## src/rtl/bstsup_pkg.sv

```systemverilog
package bstsup_pkg;

   typedef enum logic [1:0] {
      ST_IDLE  = 2'd0,
      ST_START = 2'd1,
      ST_RUN   = 2'd2,
      ST_PAUSE = 2'd3
   } bst_state_e;

   typedef enum logic [2:0] {
      FC_NONE     = 3'd0,
      FC_OVERVOLT = 3'd1,
      FC_LOWSUP   = 3'd2,
      FC_OVERCUR  = 3'd3
   } fault_code_e;

   typedef struct packed {
      logic overcur;
      logic overvolt;
      logic lowbat;
      logic wdog;
   } fault_vec_t;

endpackage

```

## src/rtl/bstsup_persist.sv

```systemverilog
// Persistence window: trip fires when cond has been high on TICKS
// consecutive ticks while armed. TICKS of 0 makes the check immediate.
module bstsup_persist #(
   parameter int unsigned TICKS = 8
) (
   input  logic clk,
   input  logic rst_n,
   input  logic arm,
   input  logic cond,
   input  logic tick,
   output logic trip
);

   generate
      if (TICKS == 0) begin : g_direct
         assign trip = arm & cond;
      end else begin : g_count
         localparam int unsigned CW = (TICKS < 2) ? 1 : $clog2(TICKS);
         localparam logic [CW-1:0] LAST = CW'(TICKS - 1);

         logic [CW-1:0] cnt_q;
         logic          live;

         assign live = arm & cond;
         assign trip = live & tick & (cnt_q == LAST);

         always_ff @(posedge clk or negedge rst_n) begin
            if (!rst_n) begin
               cnt_q <= '0;
            end else if (!live) begin
               cnt_q <= '0;
            end else if (tick && (cnt_q != LAST)) begin
               cnt_q <= cnt_q + CW'(1);
            end
         end
      end
   endgenerate

endmodule

```

## src/rtl/bstsup_fault_arb.sv

```systemverilog
// Fixed-priority fault selection: overcurrent, overvoltage, low supply.
module bstsup_fault_arb
   import bstsup_pkg::*;
(
   input  fault_vec_t  req,
   output logic        any,
   output fault_code_e code
);

   always_comb begin
      any  = req.overcur | req.overvolt | req.lowbat | req.wdog;
      code = FC_NONE;
      if (req.overcur) begin
         code = FC_OVERCUR;
      end else if (req.overvolt) begin
         code = FC_OVERVOLT;
      end else if (req.lowbat || req.wdog) begin
         code = FC_LOWSUP;
      end
   end

endmodule

```

## src/rtl/bstsup_mode_fsm.sv

```systemverilog
module bstsup_mode_fsm
   import bstsup_pkg::*;
(
   input  logic        clk,
   input  logic        rst_n,
   input  logic        host_wr,
   input  logic        host_wdata,
   input  logic        flt_any,
   input  fault_code_e flt_code,
   input  logic        out_ok,
   input  logic        min_duty,
   input  logic        burst_hi,
   input  logic        burst_lo,
   output bst_state_e  state,
   output logic        en_q,
   output logic        run_q,
   output fault_code_e code_q,
   output logic        evt_q
);

   bst_state_e  st_n;
   logic        en_n;
   fault_code_e code_n;
   logic        evt_n;

   always_comb begin
      st_n   = state;
      en_n   = en_q;
      code_n = code_q;
      evt_n  = 1'b0;
      if (state == ST_IDLE) begin
         if (host_wr && host_wdata) begin
            st_n   = ST_START;
            en_n   = 1'b1;
            code_n = FC_NONE;
         end
      end else if (flt_any) begin
         st_n   = ST_IDLE;
         en_n   = 1'b0;
         code_n = flt_code;
         evt_n  = 1'b1;
      end else if (host_wr && !host_wdata) begin
         st_n = ST_IDLE;
         en_n = 1'b0;
      end else begin
         unique case (state)
            ST_START: if (out_ok) st_n = ST_RUN;
            ST_RUN:   if (min_duty && burst_hi) st_n = ST_PAUSE;
            ST_PAUSE: if (burst_lo) st_n = ST_RUN;
            default:  st_n = state;
         endcase
      end
   end

   always_ff @(posedge clk or negedge rst_n) begin
      if (!rst_n) begin
         state  <= ST_IDLE;
         en_q   <= 1'b0;
         run_q  <= 1'b0;
         code_q <= FC_NONE;
         evt_q  <= 1'b0;
      end else begin
         state  <= st_n;
         en_q   <= en_n;
         run_q  <= (st_n == ST_START) || (st_n == ST_RUN);
         code_q <= code_n;
         evt_q  <= evt_n;
      end
   end

endmodule

```

## src/rtl/boost_fault_sup.sv

```systemverilog
module boost_fault_sup
   import bstsup_pkg::*;
#(
   parameter int unsigned WIN_TICKS     = 8000,
   parameter int unsigned OVP_DGL_TICKS = 1000
) (
   input  logic       clk,
   input  logic       rst_n,
   input  logic       tick_en,
   input  logic       host_wr,
   input  logic       host_wdata,
   input  logic       ovp_in,
   input  logic       ilim_in,
   input  logic       out_ok_in,
   input  logic       bat_low_in,
   input  logic       wdog_exp_in,
   input  logic       min_duty_in,
   input  logic       burst_hi_in,
   input  logic       burst_lo_in,
   output logic       boost_en,
   output logic       conv_run,
   output logic [2:0] fault_code,
   output logic       fault_event
);

   generate
      if (WIN_TICKS < 1) begin : g_bad_win
         $error("WIN_TICKS must be at least 1");
      end
   endgenerate

   bst_state_e  state;
   fault_code_e code_q;
   fault_code_e arb_code;
   fault_vec_t  req;
   logic        active;
   logic        starting;
   logic        trip_ovl;
   logic        trip_ovp;
   logic        trip_start;
   logic        flt_any;

   assign active   = (state != ST_IDLE);
   assign starting = (state == ST_START);

   bstsup_persist #(.TICKS(WIN_TICKS)) u_ovl (
      .clk(clk), .rst_n(rst_n), .arm(active), .cond(ilim_in),
      .tick(tick_en), .trip(trip_ovl)
   );

   bstsup_persist #(.TICKS(OVP_DGL_TICKS)) u_ovp (
      .clk(clk), .rst_n(rst_n), .arm(active), .cond(ovp_in),
      .tick(tick_en), .trip(trip_ovp)
   );

   bstsup_persist #(.TICKS(WIN_TICKS)) u_start (
      .clk(clk), .rst_n(rst_n), .arm(starting), .cond(!out_ok_in),
      .tick(tick_en), .trip(trip_start)
   );

   always_comb begin
      req.overcur  = trip_ovl | trip_start;
      req.overvolt = trip_ovp;
      req.lowbat   = active & bat_low_in;
      req.wdog     = active & wdog_exp_in;
   end

   bstsup_fault_arb u_arb (
      .req(req), .any(flt_any), .code(arb_code)
   );

   bstsup_mode_fsm u_fsm (
      .clk(clk), .rst_n(rst_n), .host_wr(host_wr), .host_wdata(host_wdata),
      .flt_any(flt_any), .flt_code(arb_code), .out_ok(out_ok_in),
      .min_duty(min_duty_in), .burst_hi(burst_hi_in), .burst_lo(burst_lo_in),
      .state(state), .en_q(boost_en), .run_q(conv_run), .code_q(code_q),
      .evt_q(fault_event)
   );

   assign fault_code = code_q;

endmodule

```

## config.mk

```make
export PLATFORM = sky130hd
export DESIGN_NAME = boost_fault_sup
export DESIGN_NICKNAME = d
export VERILOG_FILES = /design/src/rtl/bstsup_pkg.sv /design/src/rtl/bstsup_persist.sv /design/src/rtl/bstsup_fault_arb.sv /design/src/rtl/bstsup_mode_fsm.sv /design/src/rtl/boost_fault_sup.sv
export SDC_FILE = /design/constraint.sdc
export NUM_CORES = 1
export LEC_CHECK = 0
export ABC_AREA = 1
export BUFFER_PORTS_ARGS = -buffer_cell sky130_fd_sc_hd__buf_2
export CORE_AREA = 2 2 80 82
export DETAILED_ROUTE_END_ITERATION = 8
export DIE_AREA = 0 0 82 84
export GPL_ROUTABILITY_DRIVEN = 0
export SLEW_MARGIN = 20
export SYNTH_ARGS = -nofsm -noshare
export SYNTH_HDL_FRONTEND = slang
export SYNTH_SLANG_ARGS = --single-unit
```

## constraint.sdc

```tcl
create_clock -name clk -period 2.95 [get_ports clk]
set_input_delay 0.295 -clock clk [delete_from_list [all_inputs] [get_ports clk]]
set_output_delay 0.295 -clock clk [all_outputs]
set_load 0.01 [all_outputs]
```

Word level (Yosys, flattened, before mapping)
Cells that the tools add are included.
- ROM bits: 0
- logic and storage cells: 83
- memories: 0
- bits in latches: 0
- RAM bits: 0
- register bits after elaboration: 44
- $add $sub $neg: 3
- bitwise gates (word level): 15
- magnitude comparators: 0
- eq/ne operators: 15
- $mul: 0
- divide/modulo/power cells: 0
- shift operators: 0
- reductions and logical operators: 16
- multiplexer cells: 26
- operators by type and width (cell ; number):
    $mux 13 ; 4
    $add 13x1->13 const B ; 2
    $eq 13x13->1 const B ; 2
    $ne 13x13->1 const B ; 2
    $mux 10 ; 2
    $mux 2 ; 8
    $mux 3 ; 5
    $and 1x1->1 ; 11
    $add 10x1->10 const B ; 1
    $eq 10x10->1 const B ; 1
    $ne 10x10->1 const B ; 1
    $ne 2x2->1 const B ; 4
    $eq 2x2->1 const B ; 3
    $logic_and 1x1->1 ; 6
    $mux 1 ; 6
    $pmux 2 s3 ; 1
    $eq 2x1->1 const B ; 2
    $or 1x1->1 ; 4
    $reduce_and 2->1 ; 2
    $reduce_bool 2->1 ; 2
    $reduce_bool 3->1 ; 1
    $logic_not 1->1 ; 2
    $logic_not 2->1 ; 1
    $logic_or 1x1->1 ; 2

Longest topological paths before layout
Gate-level depths: netlist of the first run.
- depth in word-level cells: 12
- depth in mapped cells: 12

Modules after synthesis
From an unflattened synthesis of the first run, not the netlist that was laid out.
- cells, all modules: 397
- area total of the unflattened synthesis: 2890.3 µm²
- by module, submodules not included (module ; times used ; cells each ; area an instance (µm²) ; seq. area each (µm²)):
    bstsup_persist (u_ovl ...) ; 2 ; 122 ; 888.4 ; 325.3
    bstsup_persist (u_ovp) ; 1 ; 89 ; 665.6 ; 250.2
    bstsup_mode_fsm ; 1 ; 45 ; 365.4 ; 200.2
    boost_fault_sup ; 1 ; 10 ; 42.5 ; 0.0
    bstsup_fault_arb ; 1 ; 9 ; 40.0 ; 0.0

Least setup slack after synthesis of the first run
No wires, ideal clock.
- path kind: register to register
- from: register u_ovp.g_count.cnt_q[0]
- to: register u_ovp.g_count.cnt_q[6]
- arrival time: 1.392 ns
- period minus slack after synthesis: 1.516 ns
- library setup time: 0.123 ns
- required time: 2.827 ns
- setup slack: 1.434 ns
- buffers on the path: 0
- cell stages (with the launch flop): 10
- cell sequence: dfrtp_1 -> ha_1 -> nand2_1 -> inv_1 -> nand4_1 -> nand2_2 -> nor2_1 -> nand2_1 -> o21ai_0 -> a21oi_1
- word-level cells in the longest chain between the ends: 3
- elaborated cells on any way between the ends: 6
- ends and longest elaborated chain (item ; RTL line ; RTL):
    from (decl) ; bstsup_persist.sv:21 ; logic [CW-1:0] cnt_q;
    from (signal assigned) ; bstsup_persist.sv:33 ; cnt_q <= cnt_q + CW'(1);
    $add 10x1->10 or $ne 10x10->1 (tied branches) ; bstsup_persist.sv:33, bstsup_persist.sv:32 ;
    $mux 10 or $logic_and 1x1->1 (tied branches) ; bstsup_persist.sv:32 ; end else if (tick && (cnt_q != LAST)) begin
    $mux 10 or $ne 2x2->1 (tied branches) ; n/a ;
Parallel ways exist; a longest one is shown, timed or not. The select of a mux whose other input is x is not followed.
A chain may end at the register's enable or synchronous reset.

Final worst setup path of the first run
- from: register u_start.g_count.cnt_q[0]
- to: register u_start.g_count.cnt_q[6]
- word-level cells in the longest chain between the ends: 3
- elaborated cells on any way between the ends: 6
- ends and longest elaborated chain (item ; RTL line):
    from (decl) ; bstsup_persist.sv:21
    from (signal assigned) ; bstsup_persist.sv:33
    $add 13x1->13 or $ne 13x13->1 (tied branches) ; bstsup_persist.sv:33, bstsup_persist.sv:32
    $mux 13 or $logic_and 1x1->1 (tied branches) ; bstsup_persist.sv:32
    $mux 13 or $ne 2x2->1 (tied branches) ; n/a
Parallel ways exist; a longest one is shown, timed or not. The select of a mux whose other input is x is not followed.

==> run summary, run 1 <==
status = finished, violations left
failing checks = hold timing
RSZ-0062 raised after global routing = false
Slew headroom = 62.76%
Routed WL = 5564 um
met2 wire length = 2711 um
worst setup path class = flip-flop to flip-flop
fraction of layout cells with a size suffix above 1 = 14.82%
fin crit period = 1.738 ns
Syn Area/Cell = 7.472 um2
initial antenna violation count = 0
setup ws final = 1.212 ns
clk sink count = 43
Max Root-Sink Buffers = 2
Port Buffers = 17
count of cell types in the netlist = 35
most used cell, CP = nand2_2
Post-CTS Setup Inserts = 0
Setup Total Neg Slack = 0 ns
part of the power in combinational logic = 25.6%
Max Freq = 575.3 MHz
Post-synth EDFFs = 0
Layout area overhead = 9.562%
Post-Synthesis Net Count = 368
final hold slack = -0.02457 ns
Multi-input gate area = 0.001335 mm2
DR WL/cell = 12.42 um
DIE HEIGHT = 84 um
cts repair resizes = 0
synthesized instance count = 352
htree depth = 2
sw power = 534.8 uW
fin nets = 386
flops & latches, synth = 43
maximum VDD drop = 0.2417 mV
Critical Path Stages = 8
Layout fillers = 634
Largest stage delay, worst path = 0.41 ns
DR DRC count = 0
Die Wd = 82 um
pwr/cell area = 549.9 mW/mm2
measured slew at the worst slew-check pin = 0.5586 ns
First DRT Iteration DRCs = 115
DR pass1 iterations = 4
GR Util All Layers = 17.66%
final core occ = 47.27%
CP required = 3.17 ns
asr flop ratio synth = 100.0%
met3 WL = 149 um
M1 WL = 2649 um
final setup vio count = 0
Critical path buffers and inverters = 0
CTS tree = built
area share of the largest cell type after synthesis = 40.91%
I/O pin count = 19
top layer reached by signal wires = met4
antenna fix cells = 0
CTS Buf Count = 5
Leak Pwr = 0.001291 uW
Pint = 1050 uW
Switching Fraction = 33.75%
Synth area leader = dfrtp_1
CP Cell Sequence = ha_1, nand3_1, nor2_2, nand2_1, nand2_2, nand2_2, and3_1, nor3_1
Synth Flop Type = dfrtp_1
critical path arrival = 1.95 ns
Crit-path slowest cell = dfrtp_1
Reg2Reg Depth = 8
vias = 2250
root buf cell = clkbuf_8
hold-fix buffers at CTS = 0
Worst-path clk slew = 0.09 ns
pins over their slew limit = 0
die area = 0.006888 mm2
Starting Density = 43.14%
HPWL Detailed = 4131 um
Final Hold Viols = 26
pre-CTS setup slack = 1.194 ns
first-pass GRT wire length = 9763 um
crit path launch type = flip-flop
max-cap violation count = 0
ANT nets after route = 0
HP Class = input pin to async pin
register area = 0.001076 mm2
Seq/Total Area, Yosys = 40.91%
largest cells by area after synthesis = dfrtp_1 (41%), nand2_1 (12%), nor2_1 (6.4%)
period utilization = 58.92%
cell row count = 29
Clock power frac = 30.5%
Synth Cell Area = 0.002630 mm2
Top Family by Delay on Critical Path = simple AND/OR/NAND/NOR gates
CP Capture Type = flip-flop
DR vias/cell = 5.022
clk_lat worst skew = 0.29 ns
Sequential Power Share = 43.9%
total gr overflow = 0
Cells after DPL = 440
non-filler cells, final = 448
clock skew = 0.008796 ns
largest net degree at the start of global routing = 44
CP max FO = 11
YS warnings = 0
Core ar. = 0.006096 mm2
vias in the first global route = 2174
## state kept, by name, indices dropped and copies added (netlist names)
signal and flops:
u_ovl.g_count.cnt_q 13, u_start.g_count.cnt_q 13, u_ovp.g_count.cnt_q 10, u_fsm.code_q 2, u_fsm.state 2, u_fsm.en_q 1
u_fsm.evt_q 1, u_fsm.run_q 1
## logic make-up (layout without fill, tap and decap cells)
| family | count (synthesis) | after routing | synth area share, % |
|---|---|---|---|
| xor+xnor | 13 | 13 | 4.329 |
| other cells | 1 | 1 | 0.1426 |
| simple gates | 198 | 198 | 34.97 |
| compound gates | 45 | 45 | 9.896 |
| fa+ha+maj | 3 | 3 | 1.427 |
| flops | 43 | 43 | 40.91 |
| buf+inv | 49 | 68 | 8.325 |
## synthesized netlist by cell type, drive strengths merged (2+ instances only)
master	n
nand4	12
clkinv	4
nor3	13
nand3	25
a21oi	15
a31oi	2
ha	3
o21ai	18
buf	6
dfrtp	43
xor2	12
o31ai	8
inv	39
nor2	49
nand2	96
## per-stage QoR
step	cell area, um2	power [uW]
after floorplan	2630	1006
after global placement	2761	1110
after detailed placement	2761	1117
after CTS	2879	1602
after global routing	2882	1684
final	2882	1585
## cells in the final DEF (no fill, tap or decap), types with 9 or more instances in the layout
master / n
buf_2: 16
dfrtp_1: 43
nand4_1: 12
nor3_1: 12
xor2_1: 12
nor2_1: 45
nand3_1: 23
o21ai_1: 9
a21oi_1: 14
nand2_1: 85
inv_1: 33
## worst paths after layout
check	start	to	slack, ns
max	u_start.g_count.cnt_q[0]	u_start.g_count.cnt_q[6]	1.21
min	rst_n	u_ovp.g_count.cnt_q[6]	-0.02
min reg2reg	u_fsm.en_q	u_fsm.en_q	0.48
max in group asynchronous	rst_n	u_ovl.g_count.cnt_q[2]	2.58
max reg2reg	u_start.g_count.cnt_q[0]	u_start.g_count.cnt_q[6]	1.21
min in group clk	wdog_exp_in	u_fsm.evt_q	0.26
## cell type report
type / count / share of cell area [%]
clock buffers: 6 / 2.866
clock inverters: 2 / 1.216
inverters: 43 / 5.862
multi-input cells: 260 / 46.33
flip-flops and latches: 43 / 37.34
well taps: 77 / 3.343
repair buffers: 17 / 3.040
## power by group through the flow
stage                     logic (uW)  registers [uW]  clock network [uW]
final                            406             696                 483
after global routing             465             703                 516
after CTS                        413             694                 495
after detailed placement         411             706                   0
after global placement           407             703                   0
after floorplan                  293             713                   0
## layer usage
layer	vias to the layer above	track usage, %
met5	-	0
met4	0	3.636
met3	4	2.922
met2	36	29.27
met1	1032	24.01
li1	1178	-
No activity file was read; power rests on OpenSTA's default activity.
==> run 2, diff against run 1 <==
==> constraint.sdc (replaced) <==
create_clock -name clk -period 1.75 [get_ports clk]
set_input_delay 0.175 -clock clk [delete_from_list [all_inputs] [get_ports clk]]
set_output_delay 0.175 -clock clk [all_outputs]
set_load 0.01 [all_outputs]
==> run 2 against run 1 <==
Against the previous run: the run now ends clean; clock power grew 34%; global-route usage shrank 0.14 points; wire length grew 1.2%; highest routed layer unchanged; count of clock-buffer cells in the layout is the same; cell count grew 2.7%; setup slack lost 1.1 ns; power grew 62%; critical endpoint is now u_fsm.run_q; critical path depth grew 2; largest cell class unchanged; sequential share of layout area shrank 1.3 points; critical path type unchanged; non-clock buffer count grew 12.
==> run summary, run 2 (synthesis results as in run 1) <==
period utilization = 92.75%
First DRT Iteration DRCs = 120
FF-to-FF Start = u_fsm.state[0]
largest net degree at the start of global routing = 18
R2R Path End = u_fsm.run_q
die area = 0.006888 mm2
fin crit period = 1.623 ns
maximum VDD drop = 0.4637 mV
CTS tree = built
root buf cell = clkbuf_8
antenna fix cells = 0
DIE HEIGHT = 84 um
DR WL/cell = 12.25 um
CP Capture Type = flip-flop
Reg2Reg Depth = 10
fin nets = 399
RSZ-0062 raised after global routing = true
clk sink count = 43
status = completed
DR vias/cell = 5.028
vias = 2313
Starting Density = 43.14%
Port Buffers = 17
FF-to-FF setup slack = 0.13 ns
final hold slack = 0.1498 ns
CP required = 1.94 ns
non-filler cells, final = 460
CP max FO = 10
Leak Pwr = 0.001345 uW
Hold Path Cell Cnt = 3
clk_lat worst skew = 0.29 ns
Layout fillers = 624
GR Util All Layers = 17.52%
Cells after DPL = 447
first-pass GRT wire length = 9653 um
I/O pin count = 19
DR DRC count = 0
pre-CTS setup slack = 0.04100 ns
Placed Area = 0.002814 mm2
fraction of layout cells with a size suffix above 1 = 18.54%
clock skew = 0.007207 ns
Final Hold Viols = 0
critical path arrival = 1.82 ns
Die Wd = 82 um
final setup vio count = 0
CTS Buf Count = 5
design area = 0.002988 mm2
setup ws final = 0.1269 ns
htree depth = 2
pwr/cell area = 861.7 mW/mm2
vias in the first global route = 2196
cell row count = 29
initial antenna violation count = 0
Max Freq = 616.1 MHz
worst setup path class = flip-flop to flip-flop
ANT nets after route = 0
leading cell type in the layout, fill and taps excluded = nand2_1
WHS Endpoint = u_fsm.evt_q
HP Class = input pin to flip-flop
Total Power = 2575 uW
total gr overflow = 0
Core ar. = 0.006096 mm2
hold path start = wdog_exp_in
HPWL Detailed = 4238 um
crit path launch type = flip-flop
max-cap violation count = 0
most frequent cells in the layout = nand2_1 (85), nor2_1 (43), dfrtp_1 (43), inv_1 (33), nand3_1 (23)
Layout area overhead = 13.61%
DR pass1 iterations = 4
biggest regs = u_ovl.g_count.cnt_q (13), u_start.g_count.cnt_q (13), u_ovp.g_count.cnt_q (10)
Max Root-Sink Buffers = 2
Worst-path clk slew = 0.08 ns
pins over their slew limit = 0
Routed WL = 5633 um
## run 2: cell count changes in the layout (fill, tap and decap cells not counted), sizes merged
cell,change
buf,+11
bufinv,-1
clkinv,-1
clkinvlp,+1
dlygate4sd3,+1
nand2,+1
## run 2: area by class of cell
type	count	area [um2]	share of cell area [%]
timing repair buffer	29	177.7	5.946
sequential	43	1076	36.01
multi-input combinational	261	1378	46.11
inverter	43	172.7	5.779
clock inverter	1	5.005	0.1675
tap	77	96.34	3.224
clock buffer	6	82.58	2.764
## run 2: worst max-delay path by stage
stage | cells after the start | startpoint | endpoint
final | 10 | u_fsm.state[0] | u_fsm.run_q
after CTS | 11 | u_ovl.g_count.cnt_q[0] | u_ovl.g_count.cnt_q[3]
after detailed placement | 11 | u_ovl.g_count.cnt_q[0] | u_ovl.g_count.cnt_q[3]
after global routing | 9 | u_ovp.g_count.cnt_q[0] | u_ovp.g_count.cnt_q[4]
after floorplan | 9 | u_ovp.g_count.cnt_q[0] | u_ovp.g_count.cnt_q[6]
after global placement | 9 | u_ovp.g_count.cnt_q[0] | u_ovp.g_count.cnt_q[6]
## run 2: critical path: stages (launching register included)
cell and delay [ns]:
dfrtp_1 0.45, inv_2 0.10, nand2_4 0.08, nand2_4 0.14, inv_6 0.08, nand3_1 0.12
nand2_1 0.08, a21oi_1 0.23, nand2_1 0.11, nand2_1 0.08, nand2_1 0.05
## run 2: routing by layer
metal  share of wire [%]  track usage (%)  routed length [um]
met1                  48            24.54                2704
met2                  48            27.49                2681
met3                 3.2            2.922                 180
met4                 1.2            5.152                  67
met5                   0                0                   0
## run 2: stage by stage
step                      TNS, ns  utilization (%)
after detailed placement        0            46.16
after CTS                       0            47.76
after global routing      -0.1224            49.01
after floorplan                 0                -
final                           0            49.01
after global placement          0            46.16
## run 2: power by group
group / switching [uW] / internal, uW / leakage, uW
clock network: 336 / 310 / 0.0000470
logic: 504 / 262 / 0.000708
registers: 69.2 / 1090 / 0.000590
total: 909 / 1670 / 0.00134
## run 2: timing repair
item | 4_1_cts | 5_1_grt
resized for setup | 0 | 10
endpoints found under the setup margin | 0 | 14
hold buffers | 1 | 0
hold endpoints to repair | 15 | 0
setup buffers | 0 | 4
